### src/rtl/pio_char_pkg.sv
// Shared constants for the character receive port.
// Assumes word-aligned offsets inside a 16-byte window.
package pio_char_pkg;
    localparam logic [3:0] OFS_STATUS = 4'h0;
    localparam logic [3:0] OFS_DATA   = 4'h4;
    localparam logic [3:0] OFS_CTRL   = 4'h8;
    localparam int READY_BIT = 31;
    localparam int PERR_BIT  = 0;
    localparam int IEN_BIT   = 0;

    typedef struct packed {
        logic status;
        logic data;
        logic ctrl;
    } reg_hit_t;
endpackage

### src/rtl/pio_char_dec.sv
// Address decoder: produces a one-hot register hit for the three mapped words.
// Assumes BASE_ADDR is 16-byte aligned; any other address yields no hit.
module pio_char_dec
    import pio_char_pkg::*;
#(
    parameter int          ADDR_W    = 32,
    parameter logic [31:0] BASE_ADDR = 32'h4000_0100
) (
    input  logic [ADDR_W-1:0] addr_i,
    output reg_hit_t          hit_o
);
    localparam int HI_W = ADDR_W - 4;
    localparam logic [HI_W-1:0] BASE_HI = BASE_ADDR[ADDR_W-1:4];

    logic in_window;

    // Compare the upper address bits against the base, then the offset.
    always_comb begin
        in_window     = (addr_i[ADDR_W-1:4] == BASE_HI);
        hit_o.status  = in_window && (addr_i[3:0] == OFS_STATUS);
        hit_o.data    = in_window && (addr_i[3:0] == OFS_DATA);
        hit_o.ctrl    = in_window && (addr_i[3:0] == OFS_CTRL);
    end
endmodule

### src/rtl/pio_char_parity.sv
// Even-parity checker for one received symbol.
// Assumes the parity bit makes the total count of ones even.
module pio_char_parity #(
    parameter int BYTE_W = 8
) (
    input  logic [BYTE_W-1:0] byte_i,
    input  logic              par_i,
    output logic              bad_o
);
    // Odd total number of ones means a parity error.
    always_comb bad_o = ^{byte_i, par_i};
endmodule

### src/rtl/pio_char_fifo.sv
// Receive buffer: DEPTH-entry first-in first-out store with an occupancy count.
// Assumes the caller never pushes when full and never pops when empty.
module pio_char_fifo #(
    parameter int BYTE_W = 8,
    parameter int DEPTH  = 4
) (
    input  logic                       clk,
    input  logic                       rst_n,
    input  logic                       push_i,
    input  logic [BYTE_W-1:0]          din_i,
    input  logic                       pop_i,
    output logic [BYTE_W-1:0]          dout_o,
    output logic                       empty_o,
    output logic                       full_o,
    output logic [$clog2(DEPTH+1)-1:0] fill_o
);
    localparam int PTR_W = (DEPTH > 1) ? $clog2(DEPTH) : 1;
    localparam int CNT_W = $clog2(DEPTH+1);
    localparam logic [PTR_W-1:0] LAST = PTR_W'(DEPTH - 1);
    localparam logic [CNT_W-1:0] FULL_CNT = CNT_W'(DEPTH);

    logic [BYTE_W-1:0] mem [DEPTH];
    logic [PTR_W-1:0]  wr_ptr, rd_ptr;
    logic [CNT_W-1:0]  fill;

    // Storage write; no reset needed for the data array.
    always_ff @(posedge clk) begin
        if (push_i) mem[wr_ptr] <= din_i;
    end

    // Pointer and occupancy update with wrap at DEPTH-1.
    always_ff @(posedge clk) begin
        if (!rst_n) begin
            wr_ptr <= '0;
            rd_ptr <= '0;
            fill   <= '0;
        end else begin
            if (push_i) wr_ptr <= (wr_ptr == LAST) ? '0 : wr_ptr + 1'b1;
            if (pop_i)  rd_ptr <= (rd_ptr == LAST) ? '0 : rd_ptr + 1'b1;
            case ({push_i, pop_i})
                2'b10:   fill <= fill + 1'b1;
                2'b01:   fill <= fill - 1'b1;
                default: fill <= fill;
            endcase
        end
    end

    // Flags and head-of-queue output.
    always_comb begin
        dout_o  = mem[rd_ptr];
        empty_o = (fill == '0);
        full_o  = (fill == FULL_CNT);
        fill_o  = fill;
    end
endmodule

### src/rtl/pio_char_port.sv
// Character receive port: bus registers, receive buffer, parity flag, interrupt.
// Assumes one-cycle bus accesses with combinational read data.
module pio_char_port
    import pio_char_pkg::*;
#(
    parameter int          ADDR_W    = 32,
    parameter logic [31:0] BASE_ADDR = 32'h4000_0100,
    parameter int          DEPTH     = 4
) (
    input  logic        clk,
    input  logic        rst_n,
    input  logic        bus_sel,
    input  logic        bus_we,
    input  logic [31:0] bus_addr,
    input  logic [31:0] bus_wdata,
    output logic [31:0] bus_rdata,
    input  logic        dev_valid,
    input  logic [7:0]  dev_byte,
    input  logic        dev_par,
    output logic        irq
);
    localparam int BYTE_W = 8;
    localparam int DATA_W = 32;
    localparam int CNT_W  = $clog2(DEPTH+1);

    reg_hit_t          hit;
    logic              rd_req, wr_req, pop, push;
    logic              empty, full, par_bad;
    logic [BYTE_W-1:0] head;
    logic [CNT_W-1:0]  fill;
    logic              ien, perr;

    pio_char_dec #(.ADDR_W(ADDR_W), .BASE_ADDR(BASE_ADDR)) u_dec (
        .addr_i (bus_addr[ADDR_W-1:0]),
        .hit_o  (hit)
    );

    pio_char_parity #(.BYTE_W(BYTE_W)) u_par (
        .byte_i (dev_byte),
        .par_i  (dev_par),
        .bad_o  (par_bad)
    );

    pio_char_fifo #(.BYTE_W(BYTE_W), .DEPTH(DEPTH)) u_fifo (
        .clk     (clk),
        .rst_n   (rst_n),
        .push_i  (push),
        .din_i   (dev_byte),
        .pop_i   (pop),
        .dout_o  (head),
        .empty_o (empty),
        .full_o  (full),
        .fill_o  (fill)
    );

    // Bus strobes and buffer handshakes.
    always_comb begin
        rd_req = bus_sel && !bus_we;
        wr_req = bus_sel && bus_we;
        pop    = rd_req && hit.data && !empty;
        push   = dev_valid && !full;
    end

    // Interrupt-enable register.
    always_ff @(posedge clk) begin
        if (!rst_n)                ien <= 1'b0;
        else if (wr_req && hit.ctrl) ien <= bus_wdata[IEN_BIT];
    end

    // Sticky parity-error flag; a new error outranks a same-cycle clear.
    always_ff @(posedge clk) begin
        if (!rst_n) perr <= 1'b0;
        else        perr <= (dev_valid && par_bad) ||
                            (perr && !(wr_req && hit.status && bus_wdata[PERR_BIT]));
    end

    // Read-data multiplexer.
    always_comb begin
        bus_rdata = '0;
        if (rd_req) begin
            if (hit.status) begin
                bus_rdata[READY_BIT] = !empty;
                bus_rdata[PERR_BIT]  = perr;
            end else if (hit.data) begin
                bus_rdata[BYTE_W-1:0] = empty ? '0 : head;
            end else if (hit.ctrl) begin
                bus_rdata[IEN_BIT] = ien;
            end
        end
        bus_rdata = bus_rdata & {DATA_W{1'b1}};
    end

    // Level interrupt request.
    always_comb irq = ien && !empty;
endmodule

### config.mk
export PLATFORM = sky130hd
export DESIGN_NAME = pio_char_port
export DESIGN_NICKNAME = d
export VERILOG_FILES = /design/src/rtl/pio_char_pkg.sv /design/src/rtl/pio_char_dec.sv /design/src/rtl/pio_char_parity.sv /design/src/rtl/pio_char_fifo.sv /design/src/rtl/pio_char_port.sv
export SDC_FILE = /design/constraint.sdc
export NUM_CORES = 1
export LEC_CHECK = 0
export BUFFER_PORTS_ARGS = -buffer_cell sky130_fd_sc_hd__buf_2
export CAP_MARGIN = 20
export CORE_MARGIN = 2
export CORE_UTILIZATION = 41
export CTS_CLUSTER_SIZE = 20
export DETAILED_ROUTE_END_ITERATION = 10
export PLACE_DENSITY_LB_ADDON = 0.05
export SYNTH_ARGS = -nofsm -noshare
export SYNTH_HDL_FRONTEND = slang
export SYNTH_HIERARCHICAL = 1
export SYNTH_SLANG_ARGS = --single-unit
### constraint.sdc
create_clock -name clk -period 3.6 [get_ports clk]
set_input_delay 0.72 -clock clk [delete_from_list [all_inputs] [get_ports clk]]
set_output_delay 0.72 -clock clk [all_outputs]
set_load 0.05 [all_outputs]
==> results.md, run 1 <==
- Final setup fails: 0
- Grt ovf: 0
- Pre-antenna DRT Iters: 4
- Tightest Pin Transition: 0.549 ns
- Total wire length: 4340 µm
- Critical path endpoint category: output pin
- Worst R2R Start: u_fifo/fill_o[1]
- Global Route Usage Sum: 0.146
- Setup Total Neg Slack: 0 ns
- Sw power: 0.268 mW
- Top cells by count, synth: edfxtp_1 (32), buf_4 (23), dfxtp_1 (11)
- DR vias/cell: 4.81
- Tcrit/Tclk final: 0.943
- Final slew viol count: 0
- Syn Area/Cell: 13.6 µm²
- Post-Route Skew: 0.00945 ns
- IO Pins: 111
- DR vias: 1452
- Number of synthesis warnings: 6
- EDFF count, synth: 32
- Layout area overhead: 18.1%
- Die area: 0.00611 mm²
- Worst-path clk slew: 0.08 ns
- CTS tree: yes
- Post-synth cell types: 39
- VDD IR max: 0.000210 V
- CP Launch Point: bus_addr[5]
- H-tree levels: 2
- Max_cap viols: 0
- Clock buffer count from CTS: 5
- Post-Syn Instances: 166
- Combinational share of power: 0.156
- Ys flop type: edfxtp_1
- FP Rows: 27
- Dominant cell type by area after synthesis: edfxtp_1
- Initial antenna violation count: 0
- Max incr delay on CP: 0.41 ns
- Sw frac: 0.265
- 1st-iter DRT viols: 73
- Critical Path Start Type: primary input
- Fin crit period: 3.40 ns
- Post-CTS Hold Buffers: 0
- Critical path buffers and inverters: 3
- Synth top area cells: edfxtp_1 (43%), dfxtp_1 (9.8%), mux4_2 (8.0%), buf_4 (7.7%), nor3b_2 (3.9%)
- Crit path max fanout: 3
- Layout cell share with drive strength beyond 1: 0.396
- Slowest cell on the critical path: nor4_1
- Share of the synthesized area in the top cell type: 0.426
- Count leader, synth: edfxtp_1
- Nets@finish: 315
- First-pass GRT wire length: 6820 µm
- Post-synthesis sequential area ratio: 0.524
- Ys async rst share: 0
- Clock sinks: 43
- Clock network fraction of total power: 0.288
- Number of synthesized register bits: 43
- IO Port Bufs: 56
- Internal power: 0.744 mW
- Die width: 78.2 µm
- Flop pwr share: 0.556
- Top delay family on crit path: simple AND/OR/NAND/NOR gates
- Max Buffers Root-to-Sink: 2
- Mapped cell area: 0.00226 mm²
- Hold WS: 0.490 ns
- Post-DP HPWL: 3350 µm
- Status: complete, no violations
- Reg2Reg Depth: 8
- Wirelength per Cell: 14.4 µm
- Detail Route Antenna Nets: 0
- CP Data Required Time: 2.88 ns
- Reported leakage power: 1.05 nW
- Core area: 0.00541 mm²
- DRC Markers: 0
- Worst skew pair latency: 0.29 ns
- Starting density of the core: 0.417
- Hold WC Path Type: flop to flop
- Clock root buffer master: clkbuf_8
- Cell count along the critical path: 8
- Ant. Diodes: 0
- Slew margin rel.: 0.633
- Crit Path Category: primary input to output pin
- Max Freq: 294 MHz
- Power per Cell Area: 380 mW/mm²
- Die H: 78.2 µm
- RePlAce Congestion: 0.713
- Number of global-route vias before repair: 1463
- Crit path DAT: 2.68 ns
- Crit path cell chain: buf_2 > nor4_1 > nand4_1 > buf_4 > nor4_1 > nand3b_1 > a311oi_2 > buf_2
- HP Start: ien
- RSZ-0062 raised after global routing: no
- Hold Vio Cnt, Final: 0
- Hold depth: 2
- Pin count of the biggest net entering global routing: 14
metrics by stage:
| stage | total power, mW | setup slack, ns | cells | cell area, µm² | util |
|---|---|---|---|---|---|
| detailed placement | 0.733 | 0.0790 | 294 | 2550 | 0.472 |
| global placement | 0.726 | 0.0965 | 294 | 2550 | 0.472 |
| floorplan | 0.702 | 0.290 | 188 | 2350 | - |
| global route | 1.05 | 0.00926 | 302 | 2670 | 0.493 |
| finish | 1.01 | 0.203 | 302 | 2670 | 0.493 |
| CTS | 1.02 | 0.0989 | 301 | 2640 | 0.488 |
metal layers:
metal | share of wire | global-route usage | vias up | wire [µm]
li1 | - | - | 687 | -
met5 | 0 | 0 | - | 0
met3 | 0.084 | 0.0448 | 2 | 366
met2 | 0.51 | 0.272 | 69 | 2220
met4 | 0.0058 | 0.0474 | 0 | 25
met1 | 0.40 | 0.157 | 694 | 1730
power by group through the flow:
stage | clock (mW) | combinational, mW | sequential [mW]
5_1_grt | 0.316 | 0.172 | 0.565
6_report | 0.291 | 0.158 | 0.563
3_3_place_gp | 0 | 0.153 | 0.573
4_1_cts | 0.300 | 0.159 | 0.563
2_1_floorplan | 0 | 0.130 | 0.572
3_5_place_dp | 0 | 0.159 | 0.574
logic make-up (layout without fill, tap and decap cells):
family	Yosys count	after routing	share of synthesized area
buffers and inverters	35	77	0.107
DFF	43	43	0.524
xor gates and xnor gates	9	9	0.0444
AOI/OAI and AO/OA	7	7	0.0211
and+or+nand+nor	53	53	0.167
other	1	23	0.00166
adders and majority gates	7	7	0.0422
muxes	11	11	0.0932
worst register-to-register path, delay by kind of cell (launching register included):
kind | cells | cell delay (ns)
AOI/OAI and AO/OA | 1 | 0.18
adders and majority gates | 2 | 0.64
buffers and inverters | 2 | 0.18
DFF | 1 | 0.33
and+or+nand+nor | 3 | 0.88
sequential cells by signal (all words and copies together) (netlist names), named ones only:
register	flops
u_fifo/rd_ptr	2
perr	1
u_fifo/mem	32
u_fifo/wr_ptr	2
u_fifo/fill_o	3
ien	1
worst paths after layout:
kind	endpoint	slack (ns)
setup / recovery	bus_rdata[0]	0.20
hold / removal	ien	0.49
setup reg to reg	u_fifo/fill_o[1]	1.33
hold reg to reg	ien	0.49
cell usage in the layout (no fill, tap or decap), drive strengths merged, types with 2 or more instances in the layout:
master  synthesis  routed
nor2            2       2
nand2           5       5
buf            26      58
edfxtp         32      32
xor2            2       2
nor3b           9       9
o21ai           2       2
mux2i           3       3
nor4b           2       2
nand3b          4       4
dfxtp          11      11
ha              6       6
nand4           2       2
clkinv          1       3
inv             7       7
mux4            8       8
and2            6       6
nor4            7       7
and3            2       2
nor3            2       2
xnor2           6       6
conb            1      23
clkbuf          1       9
nor2b           7       7
what timing repair did:
| item | in CTS | in global routing |
|---|---|---|
| setup endpoints to repair | 0 | 7 |
| setup buffers | 0 | 1 |
| gates resized for setup | 0 | 6 |
area by class of cell:
| type | instances | area (µm²) |
|---|---|---|
| Timing Repair Buffer | 62 | 335 |
| Inverter | 8 | 30.0 |
| Clock inverter | 2 | 13.8 |
| Multi-Input combinational cell | 110 | 946 |
| Clock buffer | 5 | 68.8 |
| Tap cell | 72 | 90.1 |
| Sequential cell | 43 | 1180 |
| Fill cell | 497 | 2740 |
(Power assumes the default switching activity.)
==> run 2, diff against run 1 <==
--- a/config.mk
+++ b/config.mk
@@ -12,6 +12,7 @@
 export CTS_CLUSTER_SIZE = 20
 export DETAILED_ROUTE_END_ITERATION = 10
 export PLACE_DENSITY_LB_ADDON = 0.05
+export SETUP_SLACK_MARGIN = 0.5
 export SYNTH_ARGS = -nofsm -noshare
 export SYNTH_HDL_FRONTEND = slang
 export SYNTH_HIERARCHICAL = 1
==> run 2 against run 1 <==
Effect of this change:
- utilization is 6.2 points higher
- final cell count stayed put
- clock power is 26% higher
- first-iteration DRC count is 67% lower
- worst setup slack better by 0.26 ns
- largest cell class unchanged
==> results.md, run 2 (synthesis gave the netlist of run 1 again) <==
- Highest-count cells in the layout ignoring fill and taps: buf_2 (38), edfxtp_1 (32), conb_1 (23), buf_6 (20), dfxtp_1 (11) (was buf_2 (52), edfxtp_1 (32), conb_1 (23), dfxtp_1 (11), mux4_2 (8))
- Layout area overhead: 32.9% (was 18.1%)
- IO Pins: 111 (unchanged)
- Multi-input logic area: 0.00113 mm² (was 946 µm²)
- Sw power: 0.282 mW (was 0.268 mW)
- Critical Path Start Type: primary input (unchanged)
- Dpl cells: 291 (was 294)
- Crit path DAT: 2.42 ns (was 2.68 ns)
- CP dominant cell by count: buf_6
- Starting density of the core: 0.417 (unchanged)
- Power, Total: 1.11 mW (was 1.01 mW)
- Sw frac: 0.254 (was 0.265)
- IO Port Bufs: 56 (unchanged)
- Hold WC Path Type: flop to flop (unchanged)
- Final slew viol count: 0 (unchanged)
- RSZ-0062 raised after global routing: yes (was no)
- Pin count of the biggest net entering global routing: 15 (was 14)
- Wirelength per Cell: 15.2 µm (was 14.4 µm)
- Critical path endpoint category: output pin (unchanged)
- Hold WS: 0.487 ns (was 0.490 ns)
- DR vias/cell: 4.82 (was 4.81)
- Total wire length: 4590 µm (was 4340 µm)
- Global Route Usage Sum: 0.155 (was 0.146)
- Initial antenna violation count: 0 (unchanged)
- Reported leakage power: 1.16 nW (was 1.05 nW)
- FP Rows: 27 (unchanged)
- Hold Vio Cnt, Final: 0 (unchanged)
- Post-DP HPWL: 3310 µm (was 3350 µm)
- Post-CTS Hold Buffers: 0 (unchanged)
- Grt ovf: 0 (unchanged)
- Crit path max fanout: 8 (was 3)
- Crit Path Category: primary input to output pin (unchanged)
- Die H: 78.2 µm (unchanged)
- Top delay family on crit path: simple AND/OR/NAND/NOR gates (unchanged)
- Slowest cell on the critical path: or4_4 (was nor4_1)
- RePlAce Congestion: 0.745 (was 0.713)
- Crit path cell chain: buf_6 > or4_4 > nor4_4 > nand4bb_1 > buf_8 > nor3b_4 > buf_6 (was buf_2 > nor4_1 > nand4_1 > buf_4 > nor4_1 > nand3b_1 > a311oi_2 > buf_2)
- Fin crit period: 3.14 ns (was 3.40 ns)
- CTS tree: yes (unchanged)
- Internal power: 0.830 mW (was 0.744 mW)
- Flop pwr share: 0.506 (was 0.556)
- Detail Route Antenna Nets: 0 (unchanged)
- DRC Markers: 0 (unchanged)
- H-tree levels: 2 (unchanged)
- Clock buffer count from CTS: 5 (unchanged)
- Pre-antenna DRT Iters: 4 (unchanged)
- Clock sinks: 43 (unchanged)
- Max Buffers Root-to-Sink: 2 (unchanged)
- Clock root buffer master: clkbuf_8 (unchanged)
- Max_cap viols: 0 (unchanged)
- Ant. Diodes: 0 (unchanged)
- Core area: 0.00541 mm² (unchanged)
- Combinational share of power: 0.163 (was 0.156)
- Non-filler cells, final: 302 (unchanged)
- 1st-iter DRT viols: 24 (was 73)
- Commonest non-fill, non-tap cell in the layout: buf_2 (unchanged)
- Nets@finish: 314 (was 315)
- Status: complete, no violations (unchanged)
- Number of global-route vias before repair: 1540 (was 1463)
- Worst-path clk slew: 0.08 ns (about the same)
- Die area: 0.00611 mm² (unchanged)
- Setup Total Neg Slack: 0 ns (unchanged)
- Register with the most flip-flops: u_fifo/mem (unchanged)
- DR vias: 1455 (was 1452)
- Max FFs per register: 32 (unchanged)
- Max incr delay on CP: 0.58 ns (was 0.41 ns)
- Max Freq: 318 MHz (was 294 MHz)
- Fillcell total: 445 (was 497)
- FF/Latch Area: 0.00118 mm² (unchanged)
- Worst skew pair latency: 0.29 ns (about the same)
- Slew margin rel.: 0.581 (was 0.633)
- Tcrit/Tclk final: 0.872 (was 0.943)
- First-pass GRT wire length: 7150 µm (was 6820 µm)
- Tightest Pin Transition: 0.624 ns (was 0.549 ns)
- Clock network fraction of total power: 0.331 (was 0.288)
- Power per Cell Area: 371 mW/mm² (was 380 mW/mm²)
- Final setup fails: 0 (unchanged)
- Layout cell share with drive strength beyond 1: 0.443 (was 0.396)
- CP Data Required Time: 2.88 ns (about the same)
- Critical path buffers and inverters: 3 (unchanged)
- VDD IR max: 0.000263 V (was 0.000210 V)
- Die width: 78.2 µm (unchanged)
- Post-Route Skew: 0.00822 ns (was 0.00945 ns)
[run 2: changes by cell type in the layout (fill, tap and decap cells not counted), moves of 2 or more]
| cell | change |
|---|---|
| buf_2 | -14 |
| nor4_2 | -2 |
| nor4_1 | -5 |
| nor3b_4 | +7 |
| nor3b_2 | -7 |
| clkbuf_4 | -4 |
| nor4_4 | +7 |
| buf_4 | -4 |
| buf_6 | +20 |
[run 2: path summary, 6_finish.rpt]
| check | from | end | slack [ns] | cells after the start |
|---|---|---|---|---|
| worst min-delay path | ien | ien | 0.49 | 2 |
| worst max register to register | u_fifo/fill_o[0] | u_fifo/fill_o[1] | 1.21 | 9 |
| worst max-delay path | bus_addr[20] | bus_rdata[5] | 0.46 | 7 |
| worst min register to register | ien | ien | 0.49 | 2 |
[run 2: final cells by class]
class | count | area share
Timing Repair Buffer | 61 | 0.149
Clock buffer | 5 | 0.0229
Sequential cell | 43 | 0.394
Tap cell | 72 | 0.0300
Clock inverter | 3 | 0.0146
Multi-Input combinational cell | 110 | 0.378
Inverter | 8 | 0.0125
[run 2: timing repair]
| action | in CTS | in global routing |
|---|---|---|
| setup buffers | 3 | 0 |
| gates resized for setup | 30 | 13 |
| endpoints found under the setup margin | 10 | 10 |
| pin swaps | 10 | 13 |
[run 2: worst register-to-register path, cell delays in order, from the launching register on]
cell and delay [ns]:
dfxtp_1 0.34, nor3_1 0.53, nand4bb_1 0.25, buf_8 0.20
inv_4 0.07, ha_4 0.16, inv_1 0.07, fa_2 0.42
o21ai_0 0.16, and2_1 0.14
[run 2: power groups by stage]
stage	clock (mW)	combinational [mW]	sequential, mW
floorplan	0	0.136	0.572
detailed placement	0	0.165	0.574
CTS	0.379	0.174	0.563
global route	0.399	0.196	0.565
finish	0.368	0.181	0.563
global placement	0	0.160	0.573
[run 2: metrics by stage]
step	cell area (µm²)	utilization	worst slack, ns
finish	3000	0.555	0.459
global placement	2640	0.489	0.244
floorplan	2470	-	0.463
global route	3000	0.555	0.390
CTS	2920	0.540	0.450
detailed placement	2640	0.489	0.170
[run 2: per-layer routing]
| metal | part of all wire | track usage | wire length, µm | vias up |
|---|---|---|---|---|
| met1 | 0.40 | 0.173 | 1850 | 698 |
| met5 | 0 | 0 | 0 | - |
| li1 | - | - | - | 687 |
| met2 | 0.51 | 0.282 | 2350 | 66 |
| met4 | 0.013 | 0.0561 | 58 | 0 |
| met3 | 0.072 | 0.0402 | 329 | 4 |
